[config.mk]
export PLATFORM = sky130hd
export DESIGN_NAME = mcell_reg_stage
export DESIGN_NICKNAME = d
export VERILOG_FILES = /design/src/rtl/mcell_pkg.sv /design/src/rtl/mcell_ctrl.sv /design/src/rtl/mcell_dpath.sv /design/src/rtl/mcell_reg_stage.sv
export SDC_FILE = /design/constraint.sdc
export NUM_CORES = 1
export LEC_CHECK = 0
export ABC_AREA = 1
export BUFFER_PORTS_ARGS = -buffer_cell sky130_fd_sc_hd__buf_4
export CAP_MARGIN = 5
export CORE_AREA = 2 2 43 45
export CTS_CLUSTER_DIAMETER = 120
export DETAILED_ROUTE_END_ITERATION = 7
export DIE_AREA = 0 0 45 47
export PLACE_DENSITY = 0.74
export RECOVER_POWER = 50
export SYNTH_ARGS = -nofsm -noshare
export SYNTH_HDL_FRONTEND = slang
export SYNTH_HIERARCHICAL = 1
export SYNTH_SLANG_ARGS = --single-unit
[constraint.sdc]
create_clock -name clk -period 1.7 [get_ports clk]
set_clock_uncertainty 0.15 [all_clocks]
set_input_delay 0.255 -clock clk [delete_from_list [all_inputs] [get_ports clk]]
set_output_delay 0.255 -clock clk [all_outputs]
set_load 0.03 [all_outputs]
[src/rtl/mcell_pkg.sv]
package mcell_pkg;

  localparam logic [2:0] MODE_D     = 3'd0;
  localparam logic [2:0] MODE_T     = 3'd1;
  localparam logic [2:0] MODE_JK    = 3'd2;
  localparam logic [2:0] MODE_SR    = 3'd3;
  localparam logic [2:0] MODE_LATCH = 3'd4;

  // strobes from control to datapath
  typedef struct packed {
    logic tick;    // storage edge this cycle
    logic transp;  // latch open this cycle
    logic rst;     // effective reset
    logic set;     // effective preset
    logic frozen;  // power-down hold
  } strobe_t;

endpackage

[src/rtl/mcell_ctrl.sv]
module mcell_ctrl
  import mcell_pkg::*;
#(
  parameter int NumGclk = 3,
  parameter int NumPd   = 2,
  localparam int ClkW   = $clog2(NumGclk + 1)
) (
  input  logic               clk,
  input  logic               rstN,
  input  logic [NumGclk-1:0] gclk,
  input  logic               ptClk,
  input  logic               ptCe,
  input  logic               gclear,
  input  logic               ptRst,
  input  logic               ptSet,
  input  logic [NumPd-1:0]   pdPin,
  input  logic [ClkW-1:0]    cfgClk,
  input  logic               cfgCeEn,
  input  logic [1:0]         cfgRst,
  input  logic               cfgSetEn,
  input  logic               cfgPdEn,
  input  logic               latchMode,
  output strobe_t            strb
);

  logic selLvl;
  logic prevLvl;
  logic isGlobal;
  logic ceOk;
  logic rstSrc;

  always_comb begin
    selLvl = ptClk;
    for (int i = 0; i < NumGclk; i++) begin
      if (cfgClk == ClkW'(i)) selLvl = gclk[i];
    end
  end

  assign isGlobal = (cfgClk < ClkW'(NumGclk));
  assign ceOk     = !isGlobal || !cfgCeEn || ptCe;

  always_comb begin
    case (cfgRst)
      2'd1:    rstSrc = gclear;
      2'd2:    rstSrc = ptRst;
      2'd3:    rstSrc = gclear | ptRst;
      default: rstSrc = 1'b0;
    endcase
  end

  // history keeps tracking while frozen so wake-up sees no stale edge
  always_ff @(posedge clk or negedge rstN) begin
    if (!rstN) prevLvl <= 1'b0;
    else       prevLvl <= selLvl;
  end

  always_comb begin
    strb.frozen = cfgPdEn && (|pdPin);
    strb.rst    = rstSrc && !strb.frozen;
    strb.set    = cfgSetEn && ptSet && !strb.frozen;
    strb.transp = latchMode && selLvl && !strb.frozen;
    strb.tick   = selLvl && !prevLvl && ceOk && !latchMode && !strb.frozen;
  end

  p_ce_blocks_r8: assert property (@(posedge clk) disable iff (!rstN)
    (isGlobal && cfgCeEn && !ptCe) |-> !strb.tick);

  p_no_edge_in_latch_r6: assert property (@(posedge clk) disable iff (!rstN)
    latchMode |-> !strb.tick);

endmodule

[src/rtl/mcell_dpath.sv]
module mcell_dpath
  import mcell_pkg::*;
#(
  parameter int NumOe = 2
) (
  input  logic             clk,
  input  logic             rstN,
  input  logic             orSum,
  input  logic             ptXor,
  input  logic             ptData,
  input  logic             ptAux,
  input  logic             pinIn,
  input  logic [NumOe-1:0] oePin,
  input  logic [1:0]       cfgXor,
  input  logic [1:0]       cfgDsel,
  input  logic [2:0]       cfgMode,
  input  logic             cfgOutReg,
  input  logic             cfgFbReg,
  input  logic [1:0]       cfgPin,
  input  logic [1:0]       cfgOe,
  input  strobe_t          strb,
  output logic             pinOut,
  output logic             pinOe,
  output logic             feedback
);

  logic xorOther, xorOut, dIn;
  logic stateQ, edgeNext, regView;
  logic liveOut, liveOe, liveFb;
  logic holdOut, holdOe, holdFb;

  always_comb begin
    case (cfgXor)
      2'd0:    xorOther = 1'b0;
      2'd1:    xorOther = 1'b1;
      default: xorOther = ptXor;
    endcase
    xorOut = orSum ^ xorOther;
    case (cfgDsel)
      2'd0:    dIn = xorOut;
      2'd1:    dIn = ptData;
      default: dIn = pinIn;
    endcase
  end

  always_comb begin
    case (cfgMode)
      MODE_T:  edgeNext = stateQ ^ dIn;
      MODE_JK: case ({dIn, ptAux})
                 2'b10:   edgeNext = 1'b1;
                 2'b01:   edgeNext = 1'b0;
                 2'b11:   edgeNext = !stateQ;
                 default: edgeNext = stateQ;
               endcase
      MODE_SR: case ({dIn, ptAux})
                 2'b10:   edgeNext = 1'b1;
                 2'b01:   edgeNext = 1'b0;
                 default: edgeNext = stateQ;
               endcase
      default: edgeNext = dIn;
    endcase
  end

  always_ff @(posedge clk or negedge rstN) begin
    if (!rstN)            stateQ <= 1'b0;
    else if (strb.frozen) stateQ <= stateQ;
    else if (strb.rst)    stateQ <= 1'b0;
    else if (strb.set)    stateQ <= 1'b1;
    else if (strb.transp) stateQ <= dIn;
    else if (strb.tick)   stateQ <= edgeNext;
  end

  always_comb begin
    if (strb.rst)         regView = 1'b0;
    else if (strb.set)    regView = 1'b1;
    else if (strb.transp) regView = dIn;
    else                  regView = stateQ;
  end

  always_comb begin
    liveOut = cfgOutReg ? regView : xorOut;
    liveFb  = cfgFbReg  ? regView : xorOut;
    case (cfgPin)
      2'd0:    liveOe = 1'b0;
      2'd1:    liveOe = 1'b1;
      default: case (cfgOe)
                 2'd0:    liveOe = oePin[0];
                 2'd1:    liveOe = !oePin[0];
                 2'd2:    liveOe = oePin[1];
                 default: liveOe = !oePin[1];
               endcase
    endcase
  end

  always_ff @(posedge clk or negedge rstN) begin
    if (!rstN) begin
      holdOut <= 1'b0;
      holdOe  <= 1'b0;
      holdFb  <= 1'b0;
    end else if (!strb.frozen) begin
      holdOut <= liveOut;
      holdOe  <= liveOe;
      holdFb  <= liveFb;
    end
  end

  assign pinOut   = strb.frozen ? holdOut : liveOut;
  assign pinOe    = strb.frozen ? holdOe  : liveOe;
  assign feedback = strb.frozen ? holdFb  : liveFb;

  p_reset_wins_r9: assert property (@(posedge clk) disable iff (!rstN)
    strb.rst |=> (stateQ == 1'b0));

  p_preset_loads_r9: assert property (@(posedge clk) disable iff (!rstN)
    (strb.set && !strb.rst) |=> (stateQ == 1'b1));

  p_quiet_holds_r7: assert property (@(posedge clk) disable iff (!rstN)
    !(strb.tick || strb.transp || strb.rst || strb.set) |=> $stable(stateQ));

  p_frozen_state_r12: assert property (@(posedge clk) disable iff (!rstN)
    strb.frozen |=> $stable(stateQ));

  p_frozen_pins_r12: assert property (@(posedge clk) disable iff (!rstN)
    (strb.frozen && $past(strb.frozen)) |-> $stable({pinOut, pinOe, feedback}));

endmodule

[src/rtl/mcell_reg_stage.sv]
module mcell_reg_stage
  import mcell_pkg::*;
#(
  parameter int NumGclk = 3,
  parameter int NumPd   = 2,
  parameter int NumOe   = 2,
  localparam int ClkW   = $clog2(NumGclk + 1)
) (
  input  logic               clk,
  input  logic               rstN,
  input  logic               orSum,
  input  logic               ptXor,
  input  logic               ptData,
  input  logic               ptAux,
  input  logic               ptClk,
  input  logic               ptCe,
  input  logic               ptRst,
  input  logic               ptSet,
  input  logic               pinIn,
  input  logic [NumGclk-1:0] gclk,
  input  logic               gclear,
  input  logic [NumOe-1:0]   oePin,
  input  logic [NumPd-1:0]   pdPin,
  input  logic [1:0]         cfgXor,
  input  logic [1:0]         cfgDsel,
  input  logic [2:0]         cfgMode,
  input  logic [ClkW-1:0]    cfgClk,
  input  logic               cfgCeEn,
  input  logic [1:0]         cfgRst,
  input  logic               cfgSetEn,
  input  logic               cfgOutReg,
  input  logic               cfgFbReg,
  input  logic [1:0]         cfgPin,
  input  logic [1:0]         cfgOe,
  input  logic               cfgPdEn,
  output logic               pinOut,
  output logic               pinOe,
  output logic               feedback
);

  strobe_t strb;

  mcell_ctrl #(.NumGclk(NumGclk), .NumPd(NumPd)) uCtrl (
    .clk(clk), .rstN(rstN), .gclk(gclk), .ptClk(ptClk), .ptCe(ptCe),
    .gclear(gclear), .ptRst(ptRst), .ptSet(ptSet), .pdPin(pdPin),
    .cfgClk(cfgClk), .cfgCeEn(cfgCeEn), .cfgRst(cfgRst),
    .cfgSetEn(cfgSetEn), .cfgPdEn(cfgPdEn),
    .latchMode(cfgMode == MODE_LATCH), .strb(strb)
  );

  mcell_dpath #(.NumOe(NumOe)) uDpath (
    .clk(clk), .rstN(rstN), .orSum(orSum), .ptXor(ptXor), .ptData(ptData),
    .ptAux(ptAux), .pinIn(pinIn), .oePin(oePin), .cfgXor(cfgXor),
    .cfgDsel(cfgDsel), .cfgMode(cfgMode), .cfgOutReg(cfgOutReg),
    .cfgFbReg(cfgFbReg), .cfgPin(cfgPin), .cfgOe(cfgOe), .strb(strb),
    .pinOut(pinOut), .pinOe(pinOe), .feedback(feedback)
  );

endmodule

==> results of run 1 <==
[area by class of cell]
| type | instances | share of cell area, % |
|---|---|---|
| Clock buffer | 4 | 1.99 |
| Inverter | 21 | 6.74 |
| Multi-Input combinational cell | 82 | 41.5 |
| Sequential cell | 5 | 9.50 |
| Tap cell | 17 | 1.61 |
| Timing Repair Buffer | 62 | 38.7 |
[layer usage]
layer	part of all wire (%)	global-route usage [%]	up-vias	wire length [µm]
met1	37	21.6	411	790
li1	-	-	471	-
met4	0.76	3.53	0	16
met2	54	36.0	35	1130
met5	0	0	-	0
met3	8.0	6.92	2	168
[placed cells by master, fill, tap and decap left out, types with 2 or more instances in the layout]
cell / synthesis / layout
inv_1: 18 / 9
clkbuf_4: 0 / 3
nor2_4: 0 / 4
nor2_1: 9 / 6
nand3_2: 5 / 8
inv_2: 3 / 9
nand2_1: 38 / 29
buf_4: 0 / 49
nor3_1: 2 / 2
nand3_1: 7 / 4
nand2_2: 2 / 11
inv_4: 0 / 2
o21ai_1: 0 / 2
ha_1: 3 / 2
buf_6: 0 / 10
dfrtp_1: 5 / 5
clkbuf_1: 0 / 2
[synthesized netlist by cell type]
cell / instances / area share [%]
nand4_1: 1 / 0.96
a21oi_1: 1 / 0.77
o21ai_2: 1 / 1.3
inv_2: 3 / 1.7
ha_1: 3 / 5.8
dfrtp_1: 5 / 19
nand3_4: 1 / 2.7
o211ai_1: 1 / 1.2
nor2_1: 9 / 5.2
o21bai_2: 1 / 1.7
mux2_2: 1 / 1.7
o21ai_0: 4 / 3.1
nand2_2: 2 / 1.9
inv_1: 18 / 10
nand2_1: 38 / 22
nand3_1: 7 / 5.4
nor3_1: 2 / 1.5
o31ai_1: 1 / 1.2
nand3b_1: 1 / 1.2
xnor2_1: 1 / 1.3
nand3_2: 5 / 7.7
nor2_2: 2 / 1.9
[worst min path at each step]
stage,to,start,slack [ns]
6_report,uDpath/holdFb$_DFF_PN0_,cfgFbReg,0.18
5_1_grt,uDpath/holdFb$_DFF_PN0_,cfgFbReg,0.19
4_1_cts,uDpath/holdFb$_DFF_PN0_,cfgFbReg,0.17
3_5_place_dp,uCtrl/prevLvl$_DFF_PN0_,rstN,-0.09
3_3_place_gp,uCtrl/prevLvl$_DFF_PN0_,rstN,-0.09
2_1_floorplan,uCtrl/prevLvl$_DFF_PN0_,rstN,-0.19
[logic make-up (layout without fill, tap and decap cells)]
kind of cell,after synthesis,count (layout)
adder cells (fa/ha/maj),3,3
multiplexers,1,1
XOR/XNOR,1,1
flip-flops,5,5
AND/OR/NAND/NOR,68,68
AO/OA/AOI/OAI,9,9
buffers and inverters,21,87
[power groups by stage]
stage               Combinational [mW]  Sequential [mW]  Clock, mW
global placement                 0.274            0.149          0
global route                     0.432            0.150      0.155
finish                           0.397            0.150      0.142
detailed placement               0.282            0.151          0
floorplan                        0.146            0.147          0
CTS                              0.334            0.149      0.145
[worst register-to-register path, cell delays in order, from the launching register on]
cell and delay (ns):
dfrtp_1 0.40, inv_2 0.10, o21ai_2 0.07, o21bai_2 0.14
nand2_1 0.08, nand3_2 0.06, nand2_2 0.06, buf_6 0.11
buf_4 0.12, buf_6 0.10, buf_6 0.10
[flip-flops by register name, summed over array words and instances (netlist names)]
name	flops
uDpath/holdFb	1
uDpath/stateQ	1
uCtrl/prevLvl	1
uDpath/holdOut	1
uDpath/holdOe	1
[what timing repair did]
action                     4_1_cts  5_1_grt
hold endpoints to repair         5        0
hold buffers                     1        0
buffers inserted                 6        4
pin swaps                        7       21
setup endpoints to repair        2        5
gates resized for setup         18       34
==> results.py, run 1 <==
metrics = {
    "routing": {
        "ant_nets": 0,
        "drc": 0,
        "wl_um": 2110,
        "dr.first_iter.drc_count": 11,
        "num_vias": 919,
        "avgRoutedWirePerCell_um": 11.0,
        "dr.pass1.iters": 4,
        "viasPerCell": 4.81,
    },
    "synthesis": {
        "yosys.area_share.simple_pct": 50.5,
        "avgSynthCellArea_um2": 6.01,
        "ys_seq_area_share_pct": 19.3,
        "synth_top_family_by_area": "simple AND/OR/NAND/NOR gates",
        "synth-adder-area-share_pct": 5.78,
        "synthesis.instances": 108,
        "synth_xor_area_share_pct": 1.35,
        "netlist_area_um2": 649,
        "synth_nets": 150,
        "yosys_warnings": 6,
        "synthMuxAreaShare_pct": 1.73,
        "synth_seq_cells": 5,
        "synth.distinct_cells": 22,
        "synth_compound_gate_area_share_pct": 9.25,
    },
    "power_and_ir_drop": {
        "power-per-cell-area_nw_per_um2": 523,
        "pwr-share-seq_pct": 21.8,
        "internal_power_uw": 442,
        "p_total_uw": 689,
        "leakage_nw": 0.710,
        "switchingPower_uw": 247,
        "clock_power_share_pct": 20.6,
        "pwr-share-comb_pct": 57.6,
        "ir_drop_mv": 0.622,
        "sw_frac_of_total_pct": 35.9,
    },
    "sta": {
        "finalCritPeriodShare_pct": 102,
        "hold_violations": 0,
        "setup_viol": 3,
        "fin_tns_setup_ns": -0.0719,
        "whs_ns": 0.176,
        "clock.fmax_ghz": 0.577,
        "drv_slew": 0,
        "period_minus_slack_ns": 1.73,
        "relSlewSlack_pct": 80.8,
        "worst_pin_slew_ns": 0.287,
        "setup_slack_ns": -0.0321,
        "rsz0062_at_grt": "true",
    },
    "hold_path": {
        "hold_class": "in -> reg",
        "holdPathStages": 4,
    },
    "place": {
        "place_ws_ns": -0.200,
        "gp_congestion": 0.774,
        "dp_hpwl_um": 1510,
        "dpl_cell_area_um2": 1060,
        "portBuffers": 41,
        "dp_cells": 176,
    },
    "global_routing": {
        "antenna_found_initial": 0,
        "grt_overflow": 0,
        "grt_max_degree": 6,
        "grt_pass1_vias": 831,
        "grt_usage_pct": 19.4,
        "grt_pass1_wl_um": 3040,
    },
    "setup_path": {
        "crit_fanout": 3,
        "crit_path_top_delay_cell": "o21ai_4",
        "crit_type": "in -> out",
        "critPathLaunchType": "input pin",
        "path_depth": 12,
        "crit_start": "pdPin[1]",
        "worstSetupEndpoint": "feedback",
        "path_cells": "buf_6 -> o21ai_4 -> buf_6 -> inv_6 -> nor2_4 -> inv_2 -> o21ai_2 -> o21bai_2 -> nand2_1 -> nand3_2 -> nand2_2 -> buf_6",
        "rr_endpoint": "uDpath/holdOut$_DFF_PN0_",
        "ff2ff_path_depth": 10,
        "r2r_slack_ns": 0.09,
        "path_buf_inv": 5,
        "crit_required_ns": 1.29,
        "critPathArrivalTime_ns": 1.33,
        "r2r_start": "uDpath/stateQ$_DFFE_PN0P_",
        "cp_top_family": "buffers and inverters",
        "cp_common_cell": "buf_6",
        "cpPeakStageDelay_ns": 0.17,
        "critPathCaptureType": "output pin",
    },
    "status": {
        "run_status": "finished, violations left",
        "violations": "negative setup slack",
    },
    "die": {
        "core_um2": 1650,
        "rows": 15,
        "dieArea_um2": 2120,
        "die_h_um": 47,
        "initial_utilization_pct": 39.3,
        "die_x_um": 45,
        "io-pin-count": 42,
    },
    "finish": {
        "n_antenna_cell": 0,
        "fillerInstances": 121,
        "final_nets": 217,
        "utilization_pct": 79.8,
        "synthToLayoutAreaGrowth_pct": 103,
        "register_area_um2": 125,
        "multi_input_area_um2": 547,
        "drive_gt1_share_pct": 61.5,
        "fin_cells": 191,
        "fin_area_um2": 1320,
    },
    "clock_tree": {
        "cts-buffers-inserted": 3,
        "clk_path_buf_depth": 2,
        "ctsRootBufferMaster": "clkbuf_4",
        "cts_sinks": 5,
        "clk_latency_ns": 0.25,
        "h-tree-depth": 1,
        "cts_tree": "done",
        "clk_pin_slew_worst_paths_ns": 0.04,
    },
    "job": {
        "max-cap-violations": 0,
    },
}
(Power assumes the default switching activity.)
==> run 2: changes to the inputs <==
CORE_AREA = 3 3 44 46   (was 2 2 43 45)
DIE_AREA = 0 0 47 49   (was 0 0 45 47)
==> run 2 against run 1 <==
- the run still ends with negative setup slack left
- design area is 7.2% lower
- critical path type unchanged
- flip-flop and latch count stayed put
- total power is 7.0% lower
- final cell count is 3.1% lower
- clock power is 3% lower
- sequential share of layout area is 0.74 points higher
- wire length is 4.0% higher
- die area is 8.9% higher
- first-iteration DRC count is 82% higher
- count of clock-buffer cells in the layout stayed put
- hold slack better by 0.079 ns
==> results.py, run 2 (synthesis results as in run 1) <==
metrics = {
    "hold_path": {
        "hold_class": "in -> async",
    },
    "setup_path": {
        "path_buf_inv": 4,
        "crit_type": "in -> out",
        "path_depth": 12,
        "critPathCaptureType": "output pin",
        "cpPeakStageDelay_ns": 0.18,
        "crit_required_ns": 1.29,
        "cp_top_family": "simple AND/OR/NAND/NOR gates",
        "path_cells": "buf_6 -> o21ai_4 -> nand2_2 -> nor2_4 -> buf_6 -> nand2_2 -> inv_2 -> o21bai_4 -> nand2_1 -> nand3_2 -> nand2_2 -> buf_6",
        "critPathLaunchType": "input pin",
        "crit_fanout": 3,
        "ff2ff_path_depth": 7,
        "crit_path_top_delay_cell": "o21ai_4",
        "critPathArrivalTime_ns": 1.46,
    },
    "clock_tree": {
        "cts_tree": "done",
        "ctsRootBufferMaster": "clkbuf_4",
        "clk_latency_ns": 0.24,
        "clk_path_buf_depth": 2,
        "h-tree-depth": 1,
        "cts_sinks": 5,
        "cts-buffers-inserted": 3,
        "clk_pin_slew_worst_paths_ns": 0.04,
    },
    "sta": {
        "relSlewSlack_pct": 80.5,
        "finalCritPeriodShare_pct": 110,
        "clock.fmax_ghz": 0.536,
        "drv_slew": 0,
        "period_minus_slack_ns": 1.87,
        "setup_viol": 2,
        "hold_violations": 0,
        "fin_tns_setup_ns": -0.251,
        "worst_pin_slew_ns": 0.292,
        "setup_slack_ns": -0.165,
        "rsz0062_at_grt": "true",
    },
    "power_and_ir_drop": {
        "power-per-cell-area_nw_per_um2": 524,
        "ir_drop_mv": 0.627,
        "leakage_nw": 0.688,
    },
    "finish": {
        "fillerInstances": 115,
        "fin_cells": 185,
        "synthToLayoutAreaGrowth_pct": 88.2,
        "n_antenna_cell": 0,
        "final_cell_mix": "buf_4 (48), nand2_1 (33), inv_1 (16)",
        "drive_gt1_share_pct": 51.5,
        "final_common_cell": "buf_4",
        "final_nets": 212,
    },
    "global_routing": {
        "grt_overflow": 0,
        "antenna_found_initial": 0,
        "grt_max_degree": 6,
        "grt_usage_pct": 17.0,
        "grt_pass1_wl_um": 2950,
        "grt_pass1_vias": 796,
    },
    "routing": {
        "num_vias": 903,
        "wl_um": 2190,
        "viasPerCell": 4.88,
        "ant_nets": 0,
        "dr.first_iter.drc_count": 20,
        "dr.pass1.iters": 4,
        "drc": 0,
        "avgRoutedWirePerCell_um": 11.9,
    },
    "die": {
        "initial_utilization_pct": 42.1,
        "die_x_um": 47,
        "dieArea_um2": 2300,
        "core_um2": 1540,
        "rows": 14,
        "io-pin-count": 42,
        "die_h_um": 49,
    },
    "place": {
        "dp_cells": 174,
        "dp_hpwl_um": 1590,
        "portBuffers": 41,
        "gp_congestion": 0.747,
    },
    "status": {
        "violations": "negative setup slack",
        "run_status": "finished, violations left",
    },
    "job": {
        "max-cap-violations": 0,
    },
}
## run 2: cell types whose count changed in the layout (fill, tap and decap cells not counted), moves of 2 or more
cell	change
inv_2	-5
buf_6	-4
inv_1	+7
nand2_2	-4
nor2_4	-2
nand2_1	+4
## run 2: cell type report
cell class	count	area (µm²)	area share, %
clock buffer	4	26.3	2.15
inverter	21	81.3	6.65
tap	16	20.0	1.64
multi-input combinational	82	513	42.0
timing repair buffer	57	457	37.4
sequential	5	125	10.2
## run 2: through the flow
step | util (%) | hold slack (ns) | total power, mW | instance area [µm²] | setup WS, ns
2_1_floorplan | - | -0.191 | 0.293 | 652 | 0.00986
3_3_place_gp | 67.9 | -0.0902 | 0.422 | 1050 | -0.153
3_5_place_dp | 67.9 | -0.0852 | 0.430 | 1050 | -0.197
4_1_cts | 73.6 | 0.178 | 0.599 | 1130 | -0.160
5_1_grt | 79.3 | 0.285 | 0.682 | 1220 | -0.200
6_report | 79.3 | 0.255 | 0.641 | 1220 | -0.165
## run 2: path summary, 6_finish.rpt
path,from,endpoint,slack [ns]
worst max-delay path,pdPin[0],pinOut,-0.17
worst min-delay path,rstN,uDpath/holdOe$_DFF_PN0_,0.25
worst max register to register,uDpath/stateQ$_DFFE_PN0P_,uDpath/holdOut$_DFF_PN0_,0.30
worst min register to register,uDpath/stateQ$_DFFE_PN0P_,uDpath/stateQ$_DFFE_PN0P_,0.39
max in group asynchronous,rstN,uDpath/stateQ$_DFFE_PN0P_,0.92
min in group clk,cfgFbReg,uDpath/holdFb$_DFF_PN0_,0.28
## run 2: repair_timing
item | CTS | global route
pin swaps | 9 | 14
resized for setup | 6 | 22
endpoints found under the setup margin | 2 | 4
setup buffers | 4 | 2
hold buffers | 1 | 0
endpoints found under the hold margin | 5 | 0
## run 2: power breakdown
group / switching, mW / internal, mW / total [mW] / leakage [nW]
registers: 0.0109 / 0.139 / 0.150 / 0.0602
logic: 0.171 / 0.182 / 0.353 / 0.613
clock network: 0.0488 / 0.0887 / 0.138 / 0.0150
total: 0.231 / 0.410 / 0.641 / 0.688
## run 2: metal layers
metal	global-route usage [%]	wire (µm)	share of wire (%)
met5	0	0	0
met4	4.15	4	0.18
met3	4.06	196	8.9
met2	31.2	1160	53
met1	18.3	831	38
==> run 3: changes to the inputs <==
GPL_TIMING_DRIVEN = 0   (was unset)
SKIP_CTS_REPAIR_TIMING = 1   (was unset)
==> run 3 against run 2 <==
- the run still ends with negative setup slack left
- wire length is 14% lower
- non-clock buffer count shrank 8
- register-to-register slack improved by 0.09 ns
- via count is 4.8% lower
- fmax up 6.0%
- sequential share of layout area up 0.24 points
- total power shrank 3.0%
- hold slack worse by 0.077 ns
- critical path type is now reg -> out
- critical endpoint is now feedback
==> results.py, run 3 (synthesis results as in run 1) <==
metrics = {
    "status": {
        "run_status": "finished, violations left",
        "violations": "negative setup slack",
    },
    "clock_tree": {
        "h-tree-depth": 1,
        "clk_latency_ns": 0.25,
        "clk_path_buf_depth": 2,
        "cts_sinks": 5,
        "cts-buffers-inserted": 3,
        "cts_tree": "done",
        "ctsRootBufferMaster": "clkbuf_4",
        "clk_pin_slew_worst_paths_ns": 0.04,
    },
    "die": {
        "io-pin-count": 42,
        "dieArea_um2": 2300,
        "die_x_um": 47,
        "rows": 14,
        "die_h_um": 49,
        "initial_utilization_pct": 42.1,
        "core_um2": 1540,
    },
    "sta": {
        "finalCritPeriodShare_pct": 103,
        "rsz0062_at_grt": "true",
        "worst_pin_slew_ns": 0.288,
        "setup_slack_ns": -0.0589,
        "period_minus_slack_ns": 1.76,
        "relSlewSlack_pct": 80.8,
        "setup_viol": 2,
        "hold_violations": 0,
        "whs_ns": 0.178,
        "clock.fmax_ghz": 0.569,
        "drv_slew": 0,
    },
    "global_routing": {
        "grt_max_degree": 8,
        "grt_pass1_vias": 781,
        "grt_overflow": 0,
        "grt_pass1_wl_um": 2940,
        "grt_usage_pct": 17.0,
        "antenna_found_initial": 0,
    },
    "setup_path": {
        "critPathArrivalTime_ns": 1.35,
        "crit_type": "reg -> out",
        "path_cells": "inv_1 -> o21ai_2 -> o21bai_4 -> nand2_1 -> nand3_1 -> nand2_2 -> buf_6",
        "ff2ff_path_depth": 7,
        "path_buf_inv": 2,
        "cpPeakStageDelay_ns": 0.37,
        "crit_required_ns": 1.29,
        "crit_path_top_delay_cell": "dfrtp_1",
        "critPathCaptureType": "output pin",
        "r2r_start": "uDpath/stateQ$_DFFE_PN0P_",
        "rr_endpoint": "uDpath/holdOut$_DFF_PN0_",
        "r2r_slack_ns": 0.39,
        "critPathLaunchType": "flip-flop",
        "cp_top_family": "flip-flops",
        "crit_fanout": 3,
    },
    "hold_path": {
        "hold_class": "in -> reg",
        "holdCritStartpoint": "cfgPin[1]",
        "hold_end": "uDpath/holdOe$_DFF_PN0_",
        "holdPathStages": 4,
    },
    "finish": {
        "fillerInstances": 118,
        "drive_gt1_share_pct": 52.2,
        "synthToLayoutAreaGrowth_pct": 84.0,
        "register_area_um2": 125,
        "final_common_cell": "buf_4",
        "final_cell_mix": "buf_4 (40), nand2_1 (28), inv_1 (16), nand2_2 (11)",
        "final_nets": 204,
        "n_antenna_cell": 0,
        "multi_input_area_um2": 541,
        "fin_cells": 177,
    },
    "job": {
        "max-cap-violations": 0,
    },
    "power_and_ir_drop": {
        "pwr-share-comb_pct": 53.7,
        "clock_power_share_pct": 22.4,
        "ir_drop_mv": 0.463,
        "p_total_uw": 621,
        "internal_power_uw": 394,
        "power-per-cell-area_nw_per_um2": 520,
        "pwr-share-seq_pct": 23.9,
        "sw_frac_of_total_pct": 36.5,
        "switchingPower_uw": 227,
        "leakage_nw": 0.645,
    },
    "place": {
        "gp_congestion": 0.649,
        "dp_hpwl_um": 1490,
        "portBuffers": 41,
        "dp_cells": 165,
    },
    "routing": {
        "ant_nets": 0,
        "wl_um": 1890,
        "dr.pass1.iters": 4,
        "dr.first_iter.drc_count": 9,
        "avgRoutedWirePerCell_um": 10.7,
        "num_vias": 860,
        "viasPerCell": 4.86,
        "drc": 0,
    },
}
[run 3: changes by cell type in the layout (fill, tap and decap cells not counted), moves of 2 or more]
| cell | previous run | this run |
|---|---|---|
| buf_4 | 48 | 40 |
| nand2_1 | 33 | 28 |
| nand2_2 | 7 | 11 |
| inv_2 | 4 | 2 |
| inv_4 | 1 | 3 |
| nand3_2 | 7 | 5 |
[run 3: worst max-delay path by stage]
stage / startpoint / endpoint / cells after the start
finish: uDpath/stateQ$_DFFE_PN0P_ / feedback / 7
global route: pdPin[0] / feedback / 11
CTS: cfgMode[0] / pinOut / 12
detailed placement: cfgMode[0] / pinOut / 12
global placement: cfgMode[0] / feedback / 12
floorplan: cfgOe[1] / pinOe / 5
[run 3: layout make-up]
cell class	count	area share (%)
Clock buffer	4	2.20
Inverter	21	7.23
Multi-Input combinational cell	82	45.2
Sequential cell	5	10.5
Tap cell	16	1.68
Timing Repair Buffer	49	33.2
[run 3: tightest hold or removal path, stage by stage]
cell     delay (ns)
buf_4          0.08
nand2_1        0.04
o21ai_1        0.07
o21ai_1        0.07
[run 3: metrics by stage]
stage                     TNS [ns]  cell area [µm²]  setup WS (ns)  util (%)
after detailed placement    -0.646              980         -0.239      63.6
after global placement      -0.638              980         -0.247      63.6
after CTS                   -0.488             1010         -0.250      65.3
final                      -0.0835             1190        -0.0589      77.5
after floorplan                  0              652        0.00986         -
after global routing        -0.291             1190         -0.135      77.5
[run 3: per-layer routing]
layer	vias up	routed length [µm]	track usage, %
met4	0	34	6.91
met5	-	0	0
met3	5	188	5.17
met1	377	689	19.5
li1	444	-	-
met2	34	978	28.1
[run 3: power by group through the flow]
stage	Combinational, mW	Clock [mW]	Sequential (mW)
after floorplan	0.146	0	0.147
after global placement	0.255	0	0.149
after detailed placement	0.262	0	0.149
after CTS	0.263	0.143	0.148
after global routing	0.369	0.154	0.150
final	0.333	0.139	0.148
